`src/rtl/spi_se_pkg.sv`:
```
package spi_se_pkg;
  localparam int unsigned ADDR_W = 5;
  localparam logic [ADDR_W-1:0] A_CMD = 5'd0;
  localparam logic [ADDR_W-1:0] A_CNT = 5'd1;
  localparam logic [ADDR_W-1:0] A_TX  = 5'd8;
  localparam logic [ADDR_W-1:0] A_RX  = 5'd16;
  localparam int unsigned START_BIT = 2;
  localparam int unsigned CMD_W = 6;

  typedef enum logic [2:0] {
    ST_IDLE,
    ST_LEAD,
    ST_LOW,
    ST_HIGH,
    ST_TRAIL
  } phase_e;
endpackage

```
`src/rtl/spi_se_clkdiv.sv`:
```
module spi_se_clkdiv #(
  parameter int unsigned HALF = 2
) (
  input  logic clk_i,
  input  logic rst_ni,
  input  logic en_i,
  output logic tick_o
);
  localparam int unsigned W = (HALF > 1) ? $clog2(HALF) : 1;

  logic [W-1:0] cnt_q;

  assign tick_o = en_i && (cnt_q == W'(HALF - 1));

  always_ff @(posedge clk_i or negedge rst_ni) begin
    if (!rst_ni)      cnt_q <= '0;
    else if (!en_i)   cnt_q <= '0;
    else if (tick_o)  cnt_q <= '0;
    else              cnt_q <= cnt_q + W'(1);
  end
endmodule

```
`src/rtl/spi_se_regs.sv`:
```
module spi_se_regs
  import spi_se_pkg::*;
#(
  parameter int unsigned TX_BYTES = 6,
  parameter int unsigned RX_BYTES = 10,
  parameter int unsigned BIT_MAX  = 56,
  parameter int unsigned CNT_W    = 6
) (
  input  logic                    clk_i,
  input  logic                    rst_ni,
  input  logic                    we_i,
  input  logic [ADDR_W-1:0]       addr_i,
  input  logic [7:0]              wdata_i,
  output logic [7:0]              rdata_o,
  input  logic                    busy_i,
  input  logic                    fin_i,
  input  logic [RX_BYTES*8-1:0]   rx_chain_i,
  output logic [TX_BYTES*8-1:0]   tx_vec_o,
  output logic [CNT_W-1:0]        bit_cnt_o,
  output logic                    start_o,
  output logic                    zero_o
);
  logic [CMD_W-1:0] cmd_q;
  logic [CNT_W-1:0] cnt_q;
  logic [7:0]       tx_q [TX_BYTES];
  logic             wr_ok, cmd_go;

  assign wr_ok  = we_i && !busy_i;
  assign cmd_go = wr_ok && (addr_i == A_CMD) && wdata_i[START_BIT];
  assign start_o = cmd_go && (cnt_q != '0);
  assign zero_o  = cmd_go && (cnt_q == '0);
  assign bit_cnt_o = cnt_q;

  always_ff @(posedge clk_i or negedge rst_ni) begin
    if (!rst_ni) begin
      cmd_q <= '0;
      cnt_q <= '0;
    end else begin
      if (fin_i) cmd_q[START_BIT] <= 1'b0;
      if (wr_ok && addr_i == A_CMD) begin
        cmd_q <= wdata_i[CMD_W-1:0];
        cmd_q[START_BIT] <= start_o;
      end
      if (wr_ok && addr_i == A_CNT)
        cnt_q <= (wdata_i > 8'(BIT_MAX)) ? CNT_W'(BIT_MAX) : wdata_i[CNT_W-1:0];
    end
  end

  for (genvar g = 0; g < TX_BYTES; g++) begin : g_tx
    always_ff @(posedge clk_i or negedge rst_ni) begin
      if (!rst_ni)                                   tx_q[g] <= '0;
      else if (wr_ok && addr_i == A_TX + ADDR_W'(g)) tx_q[g] <= wdata_i;
    end
    assign tx_vec_o[8*g +: 8] = tx_q[g];
  end

  always_comb begin
    rdata_o = '0;
    if (addr_i == A_CMD) rdata_o = 8'(cmd_q);
    if (addr_i == A_CNT) rdata_o = 8'(cnt_q);
    for (int i = 0; i < TX_BYTES; i++)
      if (addr_i == A_TX + ADDR_W'(i)) rdata_o = tx_q[i];
    for (int i = 0; i < RX_BYTES; i++)
      if (addr_i == A_RX + ADDR_W'(i)) rdata_o = rx_chain_i[8*i +: 8];
  end
endmodule

```
`src/rtl/spi_se_shifter.sv`:
```
module spi_se_shifter
  import spi_se_pkg::*;
#(
  parameter int unsigned TX_W  = 48,
  parameter int unsigned RX_W  = 80,
  parameter int unsigned CNT_W = 6
) (
  input  logic             clk_i,
  input  logic             rst_ni,
  input  logic             start_i,
  input  logic [TX_W-1:0]  tx_vec_i,
  input  logic [CNT_W-1:0] bit_cnt_i,
  input  logic             tick_i,
  input  logic             miso_i,
  output logic             busy_o,
  output logic             fin_o,
  output logic             sclk_o,
  output logic             cs_no,
  output logic             mosi_o,
  output logic [RX_W-1:0]  rx_chain_o
);
  phase_e           state_q;
  logic [TX_W-1:0]  tx_sh_q;
  logic [RX_W-1:0]  rx_q;
  logic [CNT_W-1:0] left_q;

  assign busy_o     = (state_q != ST_IDLE);
  assign cs_no      = (state_q == ST_IDLE);
  assign sclk_o     = (state_q == ST_HIGH);
  assign mosi_o     = busy_o && tx_sh_q[TX_W-1];
  assign fin_o      = (state_q == ST_TRAIL) && tick_i;
  assign rx_chain_o = rx_q;

  always_ff @(posedge clk_i or negedge rst_ni) begin
    if (!rst_ni) begin
      state_q <= ST_IDLE;
      tx_sh_q <= '0;
      rx_q    <= '0;
      left_q  <= '0;
    end else begin
      unique case (state_q)
        ST_IDLE: if (start_i) begin
          state_q <= ST_LEAD;
          tx_sh_q <= tx_vec_i;
          rx_q    <= '0;
          left_q  <= bit_cnt_i;
        end
        ST_LEAD, ST_LOW: if (tick_i) begin
          state_q <= ST_HIGH;
          rx_q    <= {rx_q[RX_W-2:0], miso_i};
        end
        ST_HIGH: if (tick_i) begin
          left_q <= left_q - CNT_W'(1);
          if (left_q == CNT_W'(1)) begin
            state_q <= ST_TRAIL;
          end else begin
            state_q <= ST_LOW;
            tx_sh_q <= {tx_sh_q[TX_W-2:0], 1'b0};
          end
        end
        ST_TRAIL: if (tick_i) state_q <= ST_IDLE;
        default: state_q <= ST_IDLE;
      endcase
    end
  end
endmodule

```
`src/rtl/spi_shift_engine.sv`:
```
module spi_shift_engine
  import spi_se_pkg::*;
#(
  parameter int unsigned CLK_DIV_HALF = 2,
  parameter int unsigned TX_BYTES     = 6,
  parameter int unsigned RX_BYTES     = 10,
  parameter int unsigned BIT_MAX      = 56
) (
  input  logic       clk_i,
  input  logic       rst_ni,
  input  logic       reg_we_i,
  input  logic [4:0] reg_addr_i,
  input  logic [7:0] reg_wdata_i,
  output logic [7:0] reg_rdata_o,
  output logic       busy_o,
  output logic       done_o,
  output logic       cs_no,
  output logic       sclk_o,
  output logic       mosi_o,
  input  logic       miso_i
);
  localparam int unsigned TX_W  = TX_BYTES * 8;
  localparam int unsigned RX_W  = RX_BYTES * 8;
  localparam int unsigned CNT_W = $clog2(BIT_MAX + 1);

  logic [TX_W-1:0]  tx_vec;
  logic [RX_W-1:0]  rx_chain;
  logic [CNT_W-1:0] bit_cnt;
  logic             start, zero, fin, tick, done_q;

  spi_se_regs #(
    .TX_BYTES(TX_BYTES), .RX_BYTES(RX_BYTES), .BIT_MAX(BIT_MAX), .CNT_W(CNT_W)
  ) u_regs (
    .clk_i, .rst_ni,
    .we_i(reg_we_i), .addr_i(reg_addr_i), .wdata_i(reg_wdata_i), .rdata_o(reg_rdata_o),
    .busy_i(busy_o), .fin_i(fin), .rx_chain_i(rx_chain),
    .tx_vec_o(tx_vec), .bit_cnt_o(bit_cnt), .start_o(start), .zero_o(zero)
  );

  spi_se_clkdiv #(.HALF(CLK_DIV_HALF)) u_div (
    .clk_i, .rst_ni, .en_i(busy_o), .tick_o(tick)
  );

  spi_se_shifter #(.TX_W(TX_W), .RX_W(RX_W), .CNT_W(CNT_W)) u_shift (
    .clk_i, .rst_ni, .start_i(start), .tx_vec_i(tx_vec), .bit_cnt_i(bit_cnt),
    .tick_i(tick), .miso_i, .busy_o, .fin_o(fin), .sclk_o, .cs_no, .mosi_o,
    .rx_chain_o(rx_chain)
  );

  always_ff @(posedge clk_i or negedge rst_ni) begin
    if (!rst_ni) done_q <= 1'b0;
    else         done_q <= fin | zero;
  end
  assign done_o = done_q;
endmodule

```
`config.mk`:
```
export PLATFORM = sky130hd
export DESIGN_NAME = spi_shift_engine
export DESIGN_NICKNAME = d
export VERILOG_FILES = /design/src/rtl/spi_se_pkg.sv /design/src/rtl/spi_se_clkdiv.sv /design/src/rtl/spi_se_regs.sv /design/src/rtl/spi_se_shifter.sv /design/src/rtl/spi_shift_engine.sv
export SDC_FILE = /design/constraint.sdc
export NUM_CORES = 1
export LEC_CHECK = 0
export ABC_AREA = 1
export ABC_CLOCK_PERIOD_IN_PS = 2000
export BUFFER_PORTS_ARGS = -buffer_cell sky130_fd_sc_hd__buf_2
export CAP_MARGIN = 20
export CORE_AREA = 2 2 148 150
export DETAILED_ROUTE_END_ITERATION = 8
export DIE_AREA = 0 0 150 152
export GPL_ROUTABILITY_DRIVEN = 1
export SLEW_MARGIN = 20
export SYNTH_ARGS = -nofsm -noshare
export SYNTH_HDL_FRONTEND = slang
export SYNTH_SLANG_ARGS = --single-unit
```
`constraint.sdc`:
```
create_clock -name clk_i -period 2 [get_ports clk_i]
set_clock_uncertainty 0.05 [all_clocks]
set_input_delay 0.1 -clock clk_i [delete_from_list [all_inputs] [get_ports clk_i]]
set_output_delay 0.1 -clock clk_i [all_outputs]
set_load 0.02 [all_outputs]
```
==> flow_metrics.env <==
export IMPL_cp_end_kind="flip-flop"
export IMPL_mostFrequentLayoutCell="nand2_1"
export IMPL_setup_ws_ns=-0.394
export IMPL_grt_usage_pct=27.3
export IMPL_min_to="u_regs.cmd_q[2]"
export IMPL_hold_path_class="input port to flip-flop"
export IMPL_ant_nets=0
export IMPL_ys_warn_count=0
export IMPL_clockBufferDepth=2
export IMPL_drc_errors=0
export IMPL_path_max_fanout=5
export IMPL_drtIter0Drc=908
export IMPL_mostFrequentLayoutCells="nand2_1, dfrtp_1, inv_1"
export IMPL_path_delay_family="simple AND/OR/NAND/NOR gates"
export IMPL_rows=54
export IMPL_clkTransAtPathRegs_ns=0.07
export IMPL_first_pass_iters=8
export IMPL_synth_area_um2=9550
export IMPL_power_mw=22.5
export IMPL_yosysTopAreaCellShare_pct=52.1
export IMPL_max_freq_ghz=0.418
export IMPL_nets=1334
export IMPL_synth_net_count=1202
export IMPL_crit_chain="nor2_2 -> inv_2 -> nor2_8 -> nand2_4 -> clkinv_4 -> nand2_4 -> inv_2 -> nand3_2 -> nand2_2 -> o21ai_4 -> a21oi_2 -> inv_2 -> nor2_4 -> buf_12 -> buf_12 -> buf_12 -> buf_12 -> buf_12 -> nand3_2 -> nand2_1"
export IMPL_cp_arrival_ns=2.72
export IMPL_drt_wl_total_um=30400
export IMPL_fin_area_um2=13000
export IMPL_worst_path_most_repeated_cell="buf_12"
export IMPL_grt_util_met1_pct=37.5
export IMPL_cap_violations=0
export IMPL_cts_num_sinks=199
export IMPL_synth_yosys_seq_area_share_pct=52.1
export IMPL_drive_above_1_share_pct=26.7
export IMPL_powerDensity_nw_per_um2=1730
export IMPL_n_antenna_cell=0
export IMPL_grt_max_degree=95
export IMPL_worstReg2RegStart="u_shift.state_q[0]"
export IMPL_dp_hpwl_um=17600
export IMPL_avgSynthCellArea_um2=8.08
export IMPL_hold_viol_final=0
export IMPL_critPathBufInv=9
export IMPL_syn_to_final_growth_pct=36.4
export IMPL_synth_cells=1183
export IMPL_synth_flop_cell="dfrtp_1"
export IMPL_port_buffers=29
export IMPL_wl_per_cell_um=18.9
export IMPL_numCtsBuffers=17
export IMPL_outcome="finished with violations"
export IMPL_yosysTopAreaCell="dfrtp_1"
export IMPL_cp_slowest_stage_delay_ns=0.39
export IMPL_die_y_um=152
export IMPL_synth_edf_count=0
export IMPL_critical_path_class="flip-flop to flip-flop"
export IMPL_crit_path_top_delay_cell="dfrtp_1"
export IMPL_grt_pass1_vias=8924
export IMPL_gr_total_overflow=0
export IMPL_slew_violations=0
export IMPL_num_vias=9041
export IMPL_failed_checks="negative setup slack"
export IMPL_antenna_found_initial=0
export IMPL_vias_per_cell=5.62
export IMPL_period_needed_ns=2.39
export IMPL_cp_start_kind="flip-flop"
export IMPL_ys_seq_elements=199
export IMPL_r2r_slack_ns=-0.39
export IMPL_placed_area_um2=10500
export IMPL_hold_start="reg_we_i"
export IMPL_async_flop_share_pct=100
export IMPL_worst_pin_slew_ns=0.670
export IMPL_io_pins=30
export IMPL_grt_pass1_wl_um=48700
export IMPL_reg2reg_to="u_shift.rx_chain_o[50]"
export IMPL_top_usage_layer="met2"
export IMPL_insertion_delay_ns=0.45
export IMPL_core_area_um2=21400
export IMPL_final_setup_viol_count=139
export IMPL_fin_crit_sh_pct=120
export IMPL_slew_headroom_pct=55.4
export IMPL_crit_required_ns=2.33
export IMPL_start_util_pct=44.7
export IMPL_gp_congestion=0.923
export IMPL_cts_root_buf="clkbuf_16"
export IMPL_ys_types=35
export IMPL_holdPathStages=6
export IMPL_h_tree_depth=4
export IMPL_gr_usage_met2_pct=43.0
export IMPL_ff2ff_path_depth=20
export IMPL_p_leak_nw=6.02
export IMPL_peakVddDrop_mv=1.27
export IMPL_die_w_um=150
export IMPL_grtUsageMet3_pct=4.71
export IMPL_tritoncts="yes"
export IMPL_synthTopCellsByArea="dfrtp_1, nand2_1, o21ai_0"
export IMPL_rsz0062_at_grt="true"
export IMPL_dieArea_um2=22800
-- cells in the mapped netlist, drive strengths merged, types with 3 or more instances --
cell type,count
nand2,302
dfrtp,199
o21ai,197
inv,113
nand3,108
nor2,70
clkbuf,49
o211ai,49
nand4,33
a21oi,21
buf,16
or2,6
o22ai,4
clkinv,3
nor3,3
-- layer usage --
metal / routed length, um / share of wire (%)
met1: 12800 / 42
met2: 14500 / 48
met3: 1750 / 5.7
met4: 1320 / 4.3
met5: 0 / 0
-- report_power, final --
part           switching (mW)  internal (mW)  total [mW]  leakage, nW
Combinational            6.82           6.44        13.3         3.04
Sequential              0.592           4.88        5.48         2.67
Clock                    1.72           2.03        3.74        0.306
Total                    9.12           13.4        22.5         6.02
-- per-stage QoR --
stage	setup WS (ns)	cells	TNS, ns	hold slack [ns]	util [%]
final	-0.394	1608	-33.16	0.0256	61.0
after global routing	-0.501	1608	-48.62	0.0276	61.0
after CTS	-0.332	1601	-25.45	0.0186	59.4
after detailed placement	-0.162	1508	-9.05	0.0398	49.2
after global placement	-0.126	1508	-6.48	0.0308	49.2
after floorplan	-0.0965	1183	-5.85	-0.246	-
-- state kept, by name, summed over array words and instances (netlist names) --
signal	cells
u_shift.state_q	3
u_div.cnt_q	1
u_shift.tx_sh_q	48
u_shift.rx_chain_o	80
u_regs.bit_cnt_o	6
done_o	1
u_regs.tx_vec_o	48
u_shift.left_q	6
u_regs.cmd_q	6
-- layout make-up --
type / instances / area, um2
clock buffer: 17 / 425
clock inverter: 15 / 211
fill: 1800 / 8320
inverter: 116 / 444
multi-input combinational: 803 / 4450
sequential: 199 / 4980
tap: 280 / 350
timing repair buffer: 177 / 2160
timing repair inverter: 1 / 7.51
-- worst min-delay path, delay by kind of cell --
kind | cells | cell delay (ns)
compound gates | 1 | 0.07
buf+inv | 3 | 0.21
simple gates | 2 | 0.09
-- kinds of logic (layout without fill, tap and decap cells) --
kind of cell / count (synthesis) / count (layout) / synth area share, %
AND/OR/NAND/NOR: 525 / 525 / 23.8
AO/OA/AOI/OAI: 276 / 276 / 16.0
flip-flops: 199 / 199 / 52.1
buffers and inverters: 181 / 326 / 7.75
adder cells (fa/ha/maj): 2 / 2 / 0.262
-- how the worst max path moves through the flow --
| stage | start | endpoint | slack [ns] | cells past startpoint |
|---|---|---|---|---|
| 6_report | u_shift.state_q[0] | u_shift.rx_chain_o[50] | -0.39 | 20 |
| 4_1_cts | u_regs.tx_vec_o[4] | reg_rdata_o[4] | -0.33 | 11 |
| 5_1_grt | u_shift.state_q[0] | u_shift.rx_chain_o[22] | -0.50 | 20 |
| 3_5_place_dp | u_shift.state_q[0] | u_shift.tx_sh_q[3] | -0.16 | 15 |
| 2_1_floorplan | u_shift.state_q[0] | u_shift.rx_chain_o[43] | -0.1 | 17 |
| 3_3_place_gp | u_shift.state_q[0] | u_shift.tx_sh_q[3] | -0.13 | 15 |
-- timing repair --
| action | CTS | global route |
|---|---|---|
| hold endpoints to repair | 179 | 0 |
| pin swaps | 48 | 57 |
| endpoints found under the setup margin | 137 | 145 |
| hold buffers | 3 | 0 |
| setup buffers | 34 | 11 |
| cloned | 24 | 7 |
| gates resized for setup | 177 | 97 |
No activity file was read; power rests on OpenSTA's default activity.
